<file path="src/rtl/otp_seq_pkg.sv">
`timescale 1ns/1ps
package otp_seq_pkg;
    typedef enum logic [1:0] {
        MODE_STBY  = 2'd0,
        MODE_MREAD = 2'd1,
        MODE_MPROG = 2'd2
    } otp_mode_e;

    typedef enum logic [3:0] {
        ST_IDLE, ST_PSTART, ST_PWAIT, ST_VSTBY, ST_VRD_LO, ST_VWT_LO,
        ST_VRD_HI, ST_VWT_HI, ST_VEVAL, ST_REPAIR, ST_FINISH
    } seq_state_e;
endpackage

</file>
<file path="src/rtl/otp_retry_ctr.sv">
`timescale 1ns/1ps
module otp_retry_ctr #(
    parameter int MAX_RETRY = 10,
    parameter int CNT_W     = $clog2(MAX_RETRY + 1)
) (
    input  logic             clk,
    input  logic             rst_n,
    input  logic             clr,
    input  logic             inc,
    output logic [CNT_W-1:0] cnt,
    output logic             at_limit
);
    logic [CNT_W-1:0] cnt_d, cnt_q;

    always_comb begin
        cnt_d = cnt_q;
        if (clr)
            cnt_d = '0;
        else if (inc)
            cnt_d = cnt_q + 1'b1;
    end

    always_ff @(posedge clk) begin
        if (!rst_n)
            cnt_q <= '0;
        else
            cnt_q <= cnt_d;
    end

    assign cnt      = cnt_q;
    assign at_limit = (cnt_q == CNT_W'(MAX_RETRY));

    a_r4_retry_bound: assert property (@(posedge clk) disable iff (!rst_n)
        cnt_q <= CNT_W'(MAX_RETRY));
    a_r4_no_inc_at_limit: assert property (@(posedge clk) disable iff (!rst_n)
        inc |-> !at_limit);
endmodule

</file>
<file path="src/rtl/otp_word_cmp.sv">
`timescale 1ns/1ps
module otp_word_cmp #(
    parameter int WORD_W = 32
) (
    input  logic              clk,
    input  logic              rst_n,
    input  logic              clr,
    input  logic              cap_en,
    input  logic              cap_sel,
    input  logic [WORD_W-1:0] data,
    input  logic [WORD_W-1:0] exp_lo,
    input  logic [WORD_W-1:0] exp_hi,
    output logic              match
);
    logic [1:0]             got;
    logic [1:0][WORD_W-1:0] word;

    for (genvar g = 0; g < 2; g++) begin : g_slot
        logic [WORD_W-1:0] word_d, word_q;
        logic              got_d, got_q;

        always_comb begin
            word_d = word_q;
            got_d  = got_q;
            if (clr) begin
                got_d = 1'b0;
            end else if (cap_en && (cap_sel == 1'(g))) begin
                word_d = data;
                got_d  = 1'b1;
            end
        end

        always_ff @(posedge clk) begin
            if (!rst_n) begin
                word_q <= '0;
                got_q  <= 1'b0;
            end else begin
                word_q <= word_d;
                got_q  <= got_d;
            end
        end

        assign got[g]  = got_q;
        assign word[g] = word_q;
    end

    assign match = &got && (word[0] == exp_lo) && (word[1] == exp_hi);

    a_r5_capture_after_clear: assert property (@(posedge clk) disable iff (!rst_n)
        cap_en |-> !clr);
    a_r5_high_after_low: assert property (@(posedge clk) disable iff (!rst_n)
        (cap_en && cap_sel) |-> got[0]);
endmodule

</file>
<file path="src/rtl/otp_prog_seq.sv">
`timescale 1ns/1ps
module otp_prog_seq
    import otp_seq_pkg::*;
#(
    parameter int OFFS_W     = 16,
    parameter int CELL_LIMIT = 8192,
    parameter int WORD_W     = 32,
    parameter int MAX_RETRY  = 10,
    localparam int ADDR_W    = $clog2(CELL_LIMIT),
    localparam int CNT_W     = $clog2(MAX_RETRY + 1)
) (
    input  logic              clk,
    input  logic              rst_n,
    input  logic              cmd_valid,
    input  logic [OFFS_W-1:0] cmd_offset,
    input  logic [WORD_W-1:0] cmd_lo,
    input  logic [WORD_W-1:0] cmd_hi,
    input  logic              cmd_repair_en,
    input  logic              cmd_spare,
    output logic              busy,
    output logic              done,
    output logic              pass,
    output logic [CNT_W-1:0]  retries,
    output logic [1:0]        arr_mode,
    output logic              arr_err_resp_dis,
    output logic              arr_start,
    output logic              arr_retry,
    output logic [ADDR_W-1:0] arr_addr,
    output logic [WORD_W-1:0] arr_wlo,
    output logic [WORD_W-1:0] arr_whi,
    input  logic              arr_prog_rdy,
    input  logic              arr_perr_cor,
    input  logic              arr_perr_unc,
    output logic              arr_rd_req,
    output logic              arr_rd_sel,
    input  logic [WORD_W-1:0] arr_rd_data,
    input  logic              arr_rd_valid,
    input  logic              arr_rerr,
    output logic              arr_rerr_clr,
    output logic              rep_req,
    output logic [ADDR_W-1:0] rep_addr,
    output logic [WORD_W-1:0] rep_lo,
    output logic [WORD_W-1:0] rep_hi,
    input  logic              rep_ack,
    input  logic              rep_ok
);
    typedef struct packed {
        seq_state_e        state;
        logic [ADDR_W-1:0] addr;
        logic [WORD_W-1:0] lo;
        logic [WORD_W-1:0] hi;
        logic              rep_en;
        logic              spare;
        logic              pass;
    } seq_regs_t;

    seq_regs_t s_d, s_q;

    otp_mode_e        mode;
    logic             cnt_clr, cnt_inc, at_limit;
    logic [CNT_W-1:0] cnt;
    logic             cmp_clr, cap_en, cap_sel, match;
    logic             prog_err;

    assign prog_err = arr_perr_cor | arr_perr_unc;

    otp_retry_ctr #(.MAX_RETRY(MAX_RETRY), .CNT_W(CNT_W)) u_retry (
        .clk(clk), .rst_n(rst_n), .clr(cnt_clr), .inc(cnt_inc),
        .cnt(cnt), .at_limit(at_limit)
    );

    otp_word_cmp #(.WORD_W(WORD_W)) u_cmp (
        .clk(clk), .rst_n(rst_n), .clr(cmp_clr), .cap_en(cap_en),
        .cap_sel(cap_sel), .data(arr_rd_data), .exp_lo(s_q.lo),
        .exp_hi(s_q.hi), .match(match)
    );

    always_comb begin
        s_d              = s_q;
        mode             = MODE_STBY;
        arr_err_resp_dis = 1'b0;
        arr_start        = 1'b0;
        arr_rd_req       = 1'b0;
        arr_rd_sel       = 1'b0;
        arr_rerr_clr     = 1'b0;
        rep_req          = 1'b0;
        cnt_clr          = 1'b0;
        cnt_inc          = 1'b0;
        cmp_clr          = 1'b0;
        cap_en           = 1'b0;
        cap_sel          = 1'b0;
        case (s_q.state)
            ST_IDLE: begin
                if (cmd_valid) begin
                    s_d.addr   = cmd_offset[ADDR_W-1:0];
                    s_d.lo     = cmd_lo;
                    s_d.hi     = cmd_hi;
                    s_d.rep_en = cmd_repair_en;
                    s_d.spare  = cmd_spare;
                    s_d.pass   = 1'b0;
                    cnt_clr    = 1'b1;
                    if (cmd_offset >= OFFS_W'(CELL_LIMIT))
                        s_d.state = ST_FINISH;
                    else
                        s_d.state = ST_PSTART;
                end
            end
            ST_PSTART: begin
                mode      = MODE_MPROG;
                arr_start = 1'b1;
                s_d.state = ST_PWAIT;
            end
            ST_PWAIT: begin
                mode = MODE_MPROG;
                if (arr_prog_rdy) begin
                    if (!prog_err) begin
                        s_d.pass  = 1'b1;
                        s_d.state = ST_FINISH;
                    end else if (at_limit) begin
                        s_d.state = ST_VSTBY;
                    end else begin
                        cnt_inc   = 1'b1;
                        s_d.state = ST_PSTART;
                    end
                end
            end
            ST_VSTBY: begin
                arr_err_resp_dis = 1'b1;
                cmp_clr          = 1'b1;
                arr_rerr_clr     = arr_rerr;
                s_d.state        = ST_VRD_LO;
            end
            ST_VRD_LO: begin
                mode             = MODE_MREAD;
                arr_err_resp_dis = 1'b1;
                arr_rd_req       = 1'b1;
                s_d.state        = ST_VWT_LO;
            end
            ST_VWT_LO: begin
                mode             = MODE_MREAD;
                arr_err_resp_dis = 1'b1;
                if (arr_rd_valid) begin
                    cap_en    = 1'b1;
                    s_d.state = ST_VRD_HI;
                end
            end
            ST_VRD_HI: begin
                mode             = MODE_MREAD;
                arr_err_resp_dis = 1'b1;
                arr_rd_req       = 1'b1;
                arr_rd_sel       = 1'b1;
                s_d.state        = ST_VWT_HI;
            end
            ST_VWT_HI: begin
                mode             = MODE_MREAD;
                arr_err_resp_dis = 1'b1;
                arr_rd_sel       = 1'b1;
                if (arr_rd_valid) begin
                    cap_en    = 1'b1;
                    cap_sel   = 1'b1;
                    s_d.state = ST_VEVAL;
                end
            end
            ST_VEVAL: begin
                arr_err_resp_dis = 1'b1;
                arr_rerr_clr     = arr_rerr;
                if (match && !arr_rerr) begin
                    s_d.pass  = 1'b1;
                    s_d.state = ST_FINISH;
                end else if (s_q.rep_en && !s_q.spare) begin
                    s_d.state = ST_REPAIR;
                end else begin
                    s_d.pass  = 1'b0;
                    s_d.state = ST_FINISH;
                end
            end
            ST_REPAIR: begin
                rep_req = 1'b1;
                if (rep_ack) begin
                    s_d.pass  = rep_ok;
                    s_d.state = ST_FINISH;
                end
            end
            ST_FINISH: begin
                s_d.state = ST_IDLE;
            end
            default: s_d.state = ST_IDLE;
        endcase
    end

    always_ff @(posedge clk) begin
        if (!rst_n) begin
            s_q <= '{state: ST_IDLE, addr: '0, lo: '0, hi: '0,
                     rep_en: 1'b0, spare: 1'b0, pass: 1'b0};
        end else begin
            s_q <= s_d;
        end
    end

    assign busy      = (s_q.state != ST_IDLE);
    assign done      = (s_q.state == ST_FINISH);
    assign pass      = s_q.pass;
    assign retries   = cnt;
    assign arr_mode  = mode;
    assign arr_retry = (cnt != '0);
    assign arr_addr  = s_q.addr;
    assign arr_wlo   = s_q.lo;
    assign arr_whi   = s_q.hi;
    assign rep_addr  = s_q.addr;
    assign rep_lo    = s_q.lo;
    assign rep_hi    = s_q.hi;

    a_r1_addr_held: assert property (@(posedge clk) disable iff (!rst_n)
        (busy && $past(busy)) |-> $stable(arr_addr));
    a_r2_start_in_prog: assert property (@(posedge clk) disable iff (!rst_n)
        arr_start |-> (arr_mode == 2'd2));
    a_r5_read_suppressed: assert property (@(posedge clk) disable iff (!rst_n)
        arr_rd_req |-> ((arr_mode == 2'd1) && arr_err_resp_dis));
    a_r7_req_held: assert property (@(posedge clk) disable iff (!rst_n)
        (rep_req && !rep_ack) |=> rep_req);
    a_r8_stby_at_done: assert property (@(posedge clk) disable iff (!rst_n)
        (done || !busy) |-> (arr_mode == 2'd0));
    a_r9_done_single: assert property (@(posedge clk) disable iff (!rst_n)
        done |=> !done);
endmodule

</file>
<file path="config.mk">
export PLATFORM = sky130hd
export DESIGN_NAME = otp_prog_seq
export DESIGN_NICKNAME = d
export VERILOG_FILES = /design/src/rtl/otp_seq_pkg.sv /design/src/rtl/otp_retry_ctr.sv /design/src/rtl/otp_word_cmp.sv /design/src/rtl/otp_prog_seq.sv
export SDC_FILE = /design/constraint.sdc
export NUM_CORES = 1
export LEC_CHECK = 0
export ABC_AREA = 1
export CORE_ASPECT_RATIO = 0.9
export CORE_UTILIZATION = 49
export CTS_CLUSTER_SIZE = 24
export DETAILED_ROUTE_END_ITERATION = 8
export GPL_TIMING_DRIVEN = 0
export PLACE_DENSITY = 0.88
export SYNTH_ARGS = -nofsm -noshare
export SYNTH_HDL_FRONTEND = slang
export SYNTH_HIERARCHICAL = 1
export SYNTH_SLANG_ARGS = --single-unit
</file>
<file path="constraint.sdc">
create_clock -name clk -period 3.05 [get_ports clk]
set_input_delay 0.61 -clock clk [delete_from_list [all_inputs] [get_ports clk]]
set_output_delay 0.61 -clock clk [all_outputs]
set_load 0.02 [all_outputs]
</file>
==> impl_metrics.csv <==
group,metric,value,unit
outcome,outcome,"completed",
critical_path,crit_required,2.44,ns
synth,synth_cell_types,33,
clock_network,path_clk_slew,0.06,ns
placed_design,place_congestion,0.9419,
layout,nets,1568,
clock_network,postCtsHoldBufs,0,
synth,synth_top_cells_by_area,"dfxtp_1 (39%), buf_4 (15%), nor2_1 (12%), o21ai_0 (9.2%), nand2_1 (6.6%)",
grt,antenna_found_initial,0,
synth,synth-warning-count,6,
routing,drt_pass1_iterations,5,
synth,synth-main-ff-cell,"dfxtp_1",
layout,multi_input_comb_area,3042,µm²
clock_network,ctsResizeCount,0,
routing,first_iter_violations,702,
clock_network,clock_latency,0.43,ns
clock_network,cts_tree,"done",
layout,fin_area,11720,µm²
worst_hold_path,hp-class,"register to register",
layout,fin_util,75.09,%
synth,yosys.area.top_type,"dfxtp_1",
critical_path,rr_endpoint,"u_cmp/g_slot[1].word_q[28]",
pwr,sw_frac_of_total,36.84,%
layout,register_area,3083,µm²
clock_network,post-cts-setup-buffers,0,
sta,slew_headroom,26.92,%
synth,synth_edf_count,0,
floorplanning,die_y,122.7,µm
grt,gr-usage-all-layers,31.31,%
job,cap_violations,0,
synth,yosys.cell_count.top_type,"nor2_1",
pwr,p_comb_share,47.8,%
synth,syn-cell-area,7929,µm²
clock_network,clockRootBuffer,"clkbuf_16",
grt,grt_pass1_wl,39380,µm
grt,grt_pass1_vias,7759,
critical_path,r2r_start,"s_q[82]",
placed_design,io_buffers,293,
synth,synthArstFlopShare,0,%
floorplanning,ios,294,
pwr,internal_power,6.053,mW
routing,wire_per_inst,15.73,µm
sta,fin_skew,0.01676,ns
sta,finalWorstSetupSlack,0.1652,ns
floorplanning,die_w,136.1,µm
routing,routed_wl,26030,µm
critical_path,critPathLaunch,"s_q[82]",
floorplanning,coreArea,15600,µm²
pwr,seqPwrFrac,29.6,%
sta,fmaxAchievable,0.3466,GHz
grt,globalRouteOverflowTotal,0,
clock_network,cts.sinks,154,
routing,drc,0,
routing,viasPerCell,5.005,
sta,min_period,2.885,ns
layout,antenna_cells,0,
synth,syn_inst,1130,
sta,worst_pin_slew,1.086,ns
pwr,finalPower,9.583,mW
critical_path,critPathKind,"register to output pin",
synth,yosysSeqAreaShare,38.88,%
clock_network,numCtsBuffers,17,
placed_design,hpwl,19740,µm
sta,slew_violations,0,
routing,drt-met1-wl,9972,µm
pwr,leakagePower,5.139,nW
grt,grt_max_degree,17,
sta,period_share,94.59,%
routing,highest_layer,"met4",
critical_path,rrSetupSlack,0.61,ns
critical_path,critPathCapture,"arr_err_resp_dis",
floorplanning,rows,43,
pwr,power.switching,3.530,mW
placed_design,pre_cts_ws,0.3018,ns
sta,setup_viol,0,
routing,ant_nets,0,
sta,rsz0062_at_grt,"no",
critical_path,end_kind,"output pin",
placed_design,placed_area,11110,µm²
sta,fin_setup_tns,0,ns
critical_path,critPathArrivalTime,2.27,ns
pwr,power_density,817.9,nW/µm²
pwr,power.share.clock,22.6,%
critical_path,crit_path_max_fanout,5,
layout,area_delta_synth_final,47.77,%
sta,timing_hold_violations_final,0,
worst_hold_path,whs_path_depth,2,
floorplanning,fp.dieArea,16690,µm²
floorplanning,start_util,50.82,%
synth,syn_area_per_cell,7.017,µm²
clock_network,clockBufferDepth,2,
clock_network,htree_num_levels,4,
routing,met2_wirelength,12390,µm
routing,vias,8283,
synth,synth_seq_cells,154,
synth,synth_fp_nets,1256,
pwr,irDropWorstVdd,0.4928,mV
critical_path,start_kind,"register",
layout,nFillCells,1188,
synth,ys_top_cells_by_count,"nor2_1 (244), buf_4 (154), dfxtp_1 (154), o21ai_0 (146), nand2_1 (140)",
routing,wl_met3,2838,µm
layout,drive_above_1_share,15.97,%
critical_path,reg2reg_depth,10,
synth,yosysTopAreaCellShare,38.88,%
how the worst min path moves through the flow:
stage	startpoint	end	slack, ns
floorplan	u_cmp/g_slot[1].got_q	u_cmp/g_slot[1].got_q	0.43
global placement	u_cmp/g_slot[1].got_q	u_cmp/g_slot[1].got_q	0.44
detailed placement	u_cmp/g_slot[1].got_q	u_cmp/g_slot[1].got_q	0.44
CTS	u_cmp/g_slot[1].got_q	u_cmp/g_slot[1].got_q	0.45
global route	u_cmp/g_slot[0].word_q[26]	u_cmp/g_slot[0].word_q[26]	0.49
finish	u_cmp/g_slot[1].got_q	u_cmp/g_slot[1].got_q	0.45
sequential cells by signal, indices dropped and copies added, names as in the netlist:
| signal | cells |
|---|---|
| u_cmp/g_slot.word_q | 64 |
| arr_whi | 32 |
| arr_wlo | 32 |
| arr_addr | 13 |
| s_q | 6 |
| u_retry/cnt | 4 |
| u_cmp/g_slot.got_q | 2 |
| pass | 1 |
worst max-delay path, stage by stage, from the launching register on:
cell and delay, ns:
dfxtp_1 0.36, nor2_4 0.19, inv_2 0.09, nor2_1 0.36, inv_1 0.13, nand3_1 0.11
clkdlybuf4s50_1 0.60
power by group through the flow:
stage / Clock [mW] / Combinational [mW] / Sequential (mW)
3_5_place_dp: 0 / 4.55 / 2.86
5_1_grt: 2.27 / 4.91 / 2.89
6_report: 2.16 / 4.58 / 2.84
4_1_cts: 2.18 / 4.59 / 2.83
3_3_place_gp: 0 / 4.46 / 2.85
2_1_floorplan: 0 / 2.83 / 2.66
area by class of cell:
| cell class | instances | share of cell area, % |
|---|---|---|
| clock buffer | 22 | 4.133 |
| tap | 202 | 2.157 |
| buffer | 198 | 11.85 |
| clock inverter | 8 | 1.004 |
| inverter | 110 | 3.546 |
| timing repair buffer | 293 | 25.03 |
| sequential | 154 | 26.31 |
| multi-input combinational | 668 | 25.96 |
cell families (layout without fill, tap and decap cells):
logic type,Yosys count,in the layout,share of synthesized area [%]
xor gates and xnor gates,21,21,2.320
DFF,154,154,38.88
buffers and inverters,308,631,22.76
adders and majority gates,2,2,0.3156
and+or+nand+nor,420,420,21.35
AOI/OAI and AO/OA,225,225,14.38
stage by stage:
stage	hold WS, ns	std cells
2_1_floorplan	0.4275	1130
3_3_place_gp	0.4365	1625
3_5_place_dp	0.4403	1625
4_1_cts	0.4490	1655
5_1_grt	0.4862	1655
6_report	0.4468	1655
cell usage in the layout, fill, tap and decap left out, types with 6 or more instances in the layout:
cell type	instances
dfxtp_1	154
nor2_1	244
clkdlybuf4s50_1	293
buf_4	154
nand3_1	9
o21ai_1	9
o22ai_1	9
o21ai_0	146
xnor2_1	16
clkbuf_16	17
nand4_1	6
clkbuf_1	13
a21oi_1	60
buf_2	22
nand2_1	140
inv_1	105
routing by layer:
metal  GRT usage, %  vias up
met5              0        -
met4          13.19        0
met3          9.665       70
met2          52.95      470
met1          36.59     3728
li1               -     4015
Note: power is estimated with default switching activity, not from simulation.
